===== src/rtl/hdlc_tx_pkg.sv =====
package hdlc_tx_pkg;
  localparam int unsigned BYTE_W         = 8;
  localparam int unsigned CRC16_W        = 16;
  localparam int unsigned CRC32_W        = 32;
  localparam int unsigned CRC_MAX_W      = CRC32_W;
  localparam int unsigned FCS16_BYTES    = CRC16_W / BYTE_W;
  localparam int unsigned FCS32_BYTES    = CRC32_W / BYTE_W;
  localparam int unsigned STUFF_RUN      = 5;
  localparam logic [CRC16_W-1:0] CRC16_POLY_REF = 16'h8408;
  localparam logic [CRC32_W-1:0] CRC32_POLY_REF = 32'hEDB88320;
  localparam logic [BYTE_W-1:0]  FLAG_BYTE  = 8'h7E;
  localparam logic [BYTE_W-1:0]  ABORT_BYTE = 8'hFF;

  typedef enum logic [1:0] {K_FLAG, K_DATA, K_FCS, K_ABORT} kind_e;
  typedef enum logic [2:0] {S_IDLE, S_BODY, S_FCS, S_CLOSE, S_ABORT} slot_e;

  function automatic logic is_body(kind_e k);
    return (k == K_DATA) || (k == K_FCS);
  endfunction
endpackage


===== src/rtl/hdlc_crc_unit.sv =====
module hdlc_crc_unit import hdlc_tx_pkg::*; #(
  parameter int unsigned       W        = 16,
  parameter logic [W-1:0]      POLY_REF = '0
) (
  input  logic              clk_i,
  input  logic              rst_ni,
  input  logic              init_i,
  input  logic              upd_i,
  input  logic [BYTE_W-1:0] data_i,
  output logic [W-1:0]      crc_o
);
  logic [W-1:0] crc_q;

  function automatic logic [W-1:0] step_byte(logic [W-1:0] c, logic [BYTE_W-1:0] d);
    logic [W-1:0] r;
    logic         fb;
    r = c;
    for (int i = 0; i < BYTE_W; i++) begin
      fb = r[0] ^ d[i];
      r  = r >> 1;
      if (fb) r = r ^ POLY_REF;
    end
    return r;
  endfunction

  always_ff @(posedge clk_i or negedge rst_ni) begin
    if (!rst_ni)     crc_q <= '1;
    else if (upd_i)  crc_q <= step_byte(init_i ? '1 : crc_q, data_i);
  end

  assign crc_o = crc_q;
endmodule


===== src/rtl/hdlc_zero_stuffer.sv =====
module hdlc_zero_stuffer #(
  parameter int unsigned RUN_LEN = 5
) (
  input  logic clk_i,
  input  logic rst_ni,
  input  logic adv_i,
  input  logic body_i,
  input  logic bit_i,
  output logic stuff_o
);
  localparam int unsigned CNT_W = $clog2(RUN_LEN + 1);
  logic [CNT_W-1:0] ones_q;

  assign stuff_o = (ones_q == CNT_W'(RUN_LEN));

  always_ff @(posedge clk_i or negedge rst_ni) begin
    if (!rst_ni) ones_q <= '0;
    else if (adv_i) begin
      if (stuff_o)              ones_q <= '0;
      else if (body_i && bit_i) ones_q <= ones_q + 1'b1;
      else                      ones_q <= '0;
    end
  end
endmodule


===== src/rtl/hdlc_slot_ctrl.sv =====
module hdlc_slot_ctrl import hdlc_tx_pkg::*; (
  input  logic  clk_i,
  input  logic  rst_ni,
  input  logic  slot_end_i,
  input  logic  send_msg_i,
  input  logic  send_fcs_i,
  input  logic  crc32_sel_i,
  output kind_e kind_o,
  output logic  frame_start_o,
  output logic  data_take_o,
  output logic  fcs_first_o,
  output logic  len32_o,
  output slot_e state_o
);
  localparam int unsigned LEFT_W = $clog2(FCS32_BYTES);

  slot_e             st_q, st_d;
  logic [LEFT_W-1:0] left_q, left_d;
  logic              len32_q;
  logic              fs, take, first;

  always_comb begin
    st_d   = st_q;
    left_d = left_q;
    kind_o = K_FLAG;
    fs     = 1'b0;
    take   = 1'b0;
    first  = 1'b0;
    unique case (st_q)
      S_IDLE, S_CLOSE: begin
        if (send_msg_i) begin
          kind_o = K_DATA;
          st_d   = S_BODY;
          fs     = 1'b1;
          take   = 1'b1;
        end else begin
          st_d   = S_IDLE;
        end
      end
      S_ABORT: st_d = S_IDLE;
      S_BODY: begin
        if (send_msg_i && send_fcs_i) begin
          kind_o = K_FCS;
          st_d   = S_FCS;
          first  = 1'b1;
          left_d = len32_q ? LEFT_W'(FCS32_BYTES - 1) : LEFT_W'(FCS16_BYTES - 1);
        end else if (send_msg_i) begin
          kind_o = K_DATA;
          take   = 1'b1;
        end else begin
          // explicit abort or underrun
          kind_o = K_ABORT;
          st_d   = S_ABORT;
        end
      end
      S_FCS: begin
        if (left_q != '0) begin
          kind_o = K_FCS;
          left_d = left_q - 1'b1;
        end else begin
          st_d   = S_CLOSE;
        end
      end
      default: st_d = S_IDLE;
    endcase
  end

  always_ff @(posedge clk_i or negedge rst_ni) begin
    if (!rst_ni) begin
      st_q    <= S_IDLE;
      left_q  <= '0;
      len32_q <= 1'b0;
    end else if (slot_end_i) begin
      st_q   <= st_d;
      left_q <= left_d;
      if (fs) len32_q <= crc32_sel_i;
    end
  end

  assign frame_start_o = slot_end_i && fs;
  assign data_take_o   = slot_end_i && take;
  assign fcs_first_o   = first;
  assign len32_o       = len32_q;
  assign state_o       = st_q;
endmodule


===== src/rtl/hdlc_tx_framer.sv =====
module hdlc_tx_framer import hdlc_tx_pkg::*; #(
  parameter int unsigned RUN_LEN = STUFF_RUN
) (
  input  logic              clk_i,
  input  logic              rst_ni,
  input  logic              crc32_sel_i,
  input  logic              send_msg_i,
  input  logic              send_fcs_i,
  input  logic [BYTE_W-1:0] data_i,
  output logic              byte_req_o,
  output logic              ser_data_o,
  output logic              ser_valid_o
);
  localparam int unsigned CNT_W  = $clog2(BYTE_W);
  localparam int unsigned HOLD_W = CRC_MAX_W - BYTE_W;

  logic                 run_q;
  logic [BYTE_W-1:0]    sh_q;
  logic [CNT_W-1:0]     bcnt_q;
  kind_e                kind_q;
  logic [HOLD_W-1:0]    hold_q;

  logic                 stuff, body_bit, slot_end;
  kind_e                load_kind;
  logic                 frame_start, data_take, fcs_first, len32;
  slot_e                slot_state;
  logic [CRC16_W-1:0]   crc16;
  logic [CRC32_W-1:0]   crc32;
  logic [CRC_MAX_W-1:0] fcs_word;

  hdlc_zero_stuffer #(.RUN_LEN(RUN_LEN)) u_stuff (
    .clk_i  (clk_i),
    .rst_ni (rst_ni),
    .adv_i  (run_q),
    .body_i (is_body(kind_q)),
    .bit_i  (sh_q[0]),
    .stuff_o(stuff)
  );

  assign slot_end = run_q && !stuff && (bcnt_q == CNT_W'(BYTE_W - 1));
  assign body_bit = run_q && !stuff && is_body(kind_q);

  hdlc_slot_ctrl u_ctrl (
    .clk_i        (clk_i),
    .rst_ni       (rst_ni),
    .slot_end_i   (slot_end),
    .send_msg_i   (send_msg_i),
    .send_fcs_i   (send_fcs_i),
    .crc32_sel_i  (crc32_sel_i),
    .kind_o       (load_kind),
    .frame_start_o(frame_start),
    .data_take_o  (data_take),
    .fcs_first_o  (fcs_first),
    .len32_o      (len32),
    .state_o      (slot_state)
  );

  hdlc_crc_unit #(.W(CRC16_W), .POLY_REF(CRC16_POLY_REF)) u_crc16 (
    .clk_i (clk_i),
    .rst_ni(rst_ni),
    .init_i(frame_start),
    .upd_i (data_take),
    .data_i(data_i),
    .crc_o (crc16)
  );

  hdlc_crc_unit #(.W(CRC32_W), .POLY_REF(CRC32_POLY_REF)) u_crc32 (
    .clk_i (clk_i),
    .rst_ni(rst_ni),
    .init_i(frame_start),
    .upd_i (data_take),
    .data_i(data_i),
    .crc_o (crc32)
  );

  assign fcs_word = len32 ? ~crc32 : {{(CRC_MAX_W - CRC16_W){1'b0}}, ~crc16};

  always_ff @(posedge clk_i or negedge rst_ni) begin
    if (!rst_ni) begin
      run_q  <= 1'b0;
      sh_q   <= FLAG_BYTE;
      bcnt_q <= '0;
      kind_q <= K_FLAG;
      hold_q <= '0;
    end else begin
      run_q <= 1'b1;
      if (slot_end) begin
        bcnt_q <= '0;
        kind_q <= load_kind;
        unique case (load_kind)
          K_FLAG:  sh_q <= FLAG_BYTE;
          K_ABORT: sh_q <= ABORT_BYTE;
          K_DATA:  sh_q <= data_i;
          K_FCS: begin
            if (fcs_first) {hold_q, sh_q} <= fcs_word;
            else begin
              sh_q   <= hold_q[BYTE_W-1:0];
              hold_q <= hold_q >> BYTE_W;
            end
          end
          default: sh_q <= FLAG_BYTE;
        endcase
      end else if (run_q && !stuff) begin
        sh_q   <= sh_q >> 1;
        bcnt_q <= bcnt_q + 1'b1;
      end
    end
  end

  assign byte_req_o  = slot_end;
  assign ser_data_o  = stuff ? 1'b0 : sh_q[0];
  assign ser_valid_o = run_q;
endmodule


===== config.mk =====
export PLATFORM = sky130hd
export DESIGN_NAME = hdlc_tx_framer
export DESIGN_NICKNAME = d
export VERILOG_FILES = /design/src/rtl/hdlc_tx_pkg.sv /design/src/rtl/hdlc_crc_unit.sv /design/src/rtl/hdlc_zero_stuffer.sv /design/src/rtl/hdlc_slot_ctrl.sv /design/src/rtl/hdlc_tx_framer.sv
export SDC_FILE = /design/constraint.sdc
export NUM_CORES = 1
export LEC_CHECK = 0
export ABC_AREA = 1
export BUFFER_PORTS_ARGS = -buffer_cell sky130_fd_sc_hd__buf_2
export CORE_UTILIZATION = 50
export DETAILED_ROUTE_END_ITERATION = 10
export GPL_TIMING_DRIVEN = 0
export HOLD_SLACK_MARGIN = 0.03
export PLACE_DENSITY = 0.66
export SLEW_MARGIN = 20
export SYNTH_ARGS = -nofsm -noshare
export SYNTH_HDL_FRONTEND = slang
export SYNTH_SLANG_ARGS = --single-unit

===== constraint.sdc =====
create_clock -name clk_i -period 2.54 [get_ports clk_i]
set_clock_uncertainty 0.05 [all_clocks]
set_input_delay 0.508 -clock clk_i [delete_from_list [all_inputs] [get_ports clk_i]]
set_output_delay 0.508 -clock clk_i [all_outputs]
set_load 0.005 [all_outputs]

==> summary.md <==
| Metric | Value |
|---|---|
| Unique masters post-synth | `41` |
| Leakage power total | `0.003194 µW` |
| Total via count after detailed routing | `5233` |
| Slew Limit Headroom | `57.27%` |
| Switching power summed over all nets | `3609 µW` |
| Clk Latency, worst-skew pair | `360 ps` |
| Final-layout fill cell count | `1009` |
| Final Hold Fails | `0` |
| Net switching fraction of the power | `43.48%` |
| Number of antenna violations at the first check in global routing | `0` |
| Launching element type of the critical path | `flop` |
| CP Buf/Inv Count | `5` |
| Detailed-route wire length per cell | `17.44 µm` |
| Cell count after placement | `916` |
| Final HPWL DP | `12.47 mm` |
| Outcome | `finished clean` |
| Unrepaired setup endpoints after global routing | `true` |
| Fmax | `0.4136 GHz` |
| Most common library cell in the layout ignoring fill and taps | `nand2_1` |
| Vias in the first global route | `5054` |
| Number of setup violations in the final report | `0` |
| Cell at the root of the clock tree | `clkbuf_16` |
| Global routing usage summed across all routing layers | `28.25%` |
| Detailed Route Iter0 Violations | `481` |
| Area of the die | `0.01225 mm²` |
| Post-synth ARST share | `100.0%` |
| Remaining antenna violation count after routing | `0` |
| CTS tree | `built` |
| Internal Dissipation | `4691 µW` |
| Setup TNS Final | `0 ps` |
| Share of power burned in the clock network | `15.6%` |
| Start-to-end type of the worst setup path | `reg -> reg` |
| Grt total ovfl | `0` |
| Minimum clock period | `2418 ps` |
| Post-layout net count | `827` |
| Fraction of the yosys area taken by sequential cells | `41.40%` |
| P per Cell Area | `1214 mW/mm²` |
| Number of iterations in the first detailed-routing pass | `6` |
| Largest delay share family, worst path | `simple AND/OR/NAND/NOR gates` |
| Number of placement rows | `39` |
| EDFF count, synth | `0` |
| Synthesized netlist cell count | `757` |
| Warnings, synthesis | `0` |
| Peak VDD IR | `675.4 µV` |
| Inserted Clock Buffers | `9` |
| Actual transition at the worst max-transition pin | `640.9 ps` |
| Hold Path Class | `in -> reg` |
| Mapped Area | `0.005906 mm²` |
| Kind of capture point of the worst setup path | `flop` |
| Commonest cells after routing, fill and taps aside | `nand2_1, inv_1, nor2_1` |
| Mean area per synthesized cell | `7.801 µm²` |
| Maximum number of pins on one net before global-route repair | `55` |
| Remaining DRCs | `0` |
| Final worst path period share | `95.20%` |
| Peak per-stage delay on the critical path | `360 ps` |
| Area added between synthesis and finish | `15.76%` |
| Final wirelength | `16.69 mm` |
| Cell at the slowest stage of the critical path | `dfrtp_1` |
| Cells along the critical path | `inv_1 > ha_1 > nand2_1 > nand3_2 > inv_2 > nand3_4 > buf_8 > nand3_1 > nand2_4 > nand2_2 > nand2_4 > buf_4 > xor2_4 > inv_2 > nand2_1 > nand3_1 > nand2_1` |
| CP most frequent cell | `nand2_1` |
| Final std cells w/o fill | `957` |
| Number of nets produced by synthesis | `775` |
| Floorplan die height | `110.7 µm` |
| Arr. time, crit path | `2670 ps` |
| Pins Over Slew Limit | `0` |
| Max-cap check violation count | `0` |
| Detail-routed via count per cell | `5.468` |
| Maximum count of clock buffers along a single path | `2` |
| Top-level I/O count | `16` |
| Number of buffers added on ports | `15` |
| Wire length of the first global-routing pass | `26.53 mm` |
| Maximum fanout along the worst path | `7` |
| Part of the total power dissipated in sequential elements | `33.4%` |
| Starting Density | `51.50%` |
| H-tree levels | `3` |
| Reg clk slew, reported paths | `60 ps` |
| Relative contribution of combinational cells to total power | `51.0%` |
| Die Wd | `110.7 µm` |
| Sinks on Clock Net | `95` |
| Last weighted congestion value of the routability-driven placer | `0.9177` |
| Standard cell core area | `0.01147 mm²` |
| Number of synthesized register bits | `95` |
| Share of cells above drive strength 1 | `23.59%` |
| Dominant register cell in the synthesized netlist | `dfstp_2` |
| Antenna diode count | `0` |
| CP required | `2790 ps` |
[Yosys cell counts, types with 6 or more instances]
cell type	instances	area, µm²
nand2_1	189	709.4
inv_1	89	334.1
nor2_1	68	255.2
o21ai_0	59	295.3
dfstp_2	54	1419
dfrtp_1	41	1026
xor2_1	40	350.3
nand3_1	32	160.2
xnor2_1	19	166.4
o21ai_1	16	80.08
clkbuf_1	15	56.30
a21oi_1	12	60.06
nand2_2	12	75.07
o211ai_1	12	90.09
o22ai_1	11	68.82
buf_2	9	45.04
inv_2	9	33.78
o221ai_1	7	61.31
a211oi_1	6	45.04
a22oi_1	6	45.04
xor2_2	6	97.59
[worst reg2reg max path, stage by stage (launching register included)]
cell and delay [ps]:
dfrtp_1 360, inv_1 70, ha_1 200, nand2_1 90
nand3_2 90, inv_2 100, nand3_4 160, buf_8 190
nand3_1 110, nand2_4 90, nand2_2 120, nand2_4 80
buf_4 160, xor2_4 170, inv_2 60, nand2_1 50
nand3_1 110, nand2_1 100
[registers in the layout, summed over array words and instances (netlist names), 3 cells and up]
signal,flops
bcnt_q,3
hold_q,24
sh_q,8
u_crc16.crc_o,16
u_crc32.crc_o,32
u_ctrl.state_o,3
u_stuff.ones_q,3
[path summary, 6_finish.rpt]
path	slack, ps	depth (start not counted)	start	end
worst min-delay path	350	3	crc32_sel_i	u_ctrl.len32_o$_DFFE_PN0P_
min in group asynchronous	580	2	rst_ni	hold_q[15]$_DFFE_PN0P_
worst min register to register	420	2	u_crc16.crc_o[1]$_DFFE_PN1P_	u_crc16.crc_o[1]$_DFFE_PN1P_
worst max register to register	120	17	u_stuff.ones_q[1]$_DFFE_PN0P_	u_crc32.crc_o[4]$_DFFE_PN1P_
max in group asynchronous	1210	3	rst_ni	u_crc32.crc_o[19]$_DFFE_PN1P_
worst max-delay path	120	17	u_stuff.ones_q[1]$_DFFE_PN0P_	u_crc32.crc_o[4]$_DFFE_PN1P_
[metal layers]
| layer | track usage [%] | share of wire, % | vias to the layer above |
|---|---|---|---|
| li1 | - | - | 2508 |
| met1 | 39.83 | 45 | 2525 |
| met2 | 43.31 | 46 | 173 |
| met3 | 4.811 | 6.9 | 27 |
| met4 | 11.29 | 2.3 | 0 |
| met5 | 0 | 0 | - |
[what timing repair did]
action,CTS,global route
pin swaps,3,13
cloned,0,1
hold buffers,1,0
buffers inserted,2,21
gates resized for setup,2,40
hold endpoints to repair,13,0
endpoints found under the setup margin,3,47
[power groups by stage]
stage	Sequential (µW)	Combinational (µW)	Clock (µW)
after floorplan	2610	2980	0
after global placement	2770	3660	0
after detailed placement	2780	3750	0
after CTS	2760	3790	1310
after global routing	2840	4690	1360
final	2780	4230	1290
[metrics by stage]
stage               hold WS [ps]  instance area [µm²]  util [%]  worst slack, ps  power, µW
floorplan                  162.4                 5906         -            395.2       5584
global placement           412.7                 6160     53.72           -32.20       6426
detailed placement         402.3                 6193     54.01           -108.2       6531
CTS                        359.1                 6500     56.68           0.7241       7855
global route               372.5                 6837     59.62           -78.71       8889
finish                     352.4                 6837     59.62            121.9       8300
[cells by family after synthesis]
group,share of synthesized area (%)
fa+ha+maj,1.059
simple gates,23.22
compound gates,13.98
xor+xnor,11.23
other cells,0.06350
flops,41.40
buf+inv,8.707
mux,0.3390
[cell type report]
class / instances / area [µm²] / area share, %
Tap cell: 143 / 178.9 / 2.617
Inverter: 99 / 375.4 / 5.490
Clock buffer: 11 / 242.7 / 3.551
Sequential cell: 95 / 2445 / 35.76
Buffer: 30 / 160.2 / 2.343
Multi-Input combinational cell: 533 / 3085 / 45.13
Clock inverter: 5 / 32.53 / 0.4758
Timing Repair Buffer: 41 / 316.6 / 4.630
No activity file was read; power rests on OpenSTA's default activity.
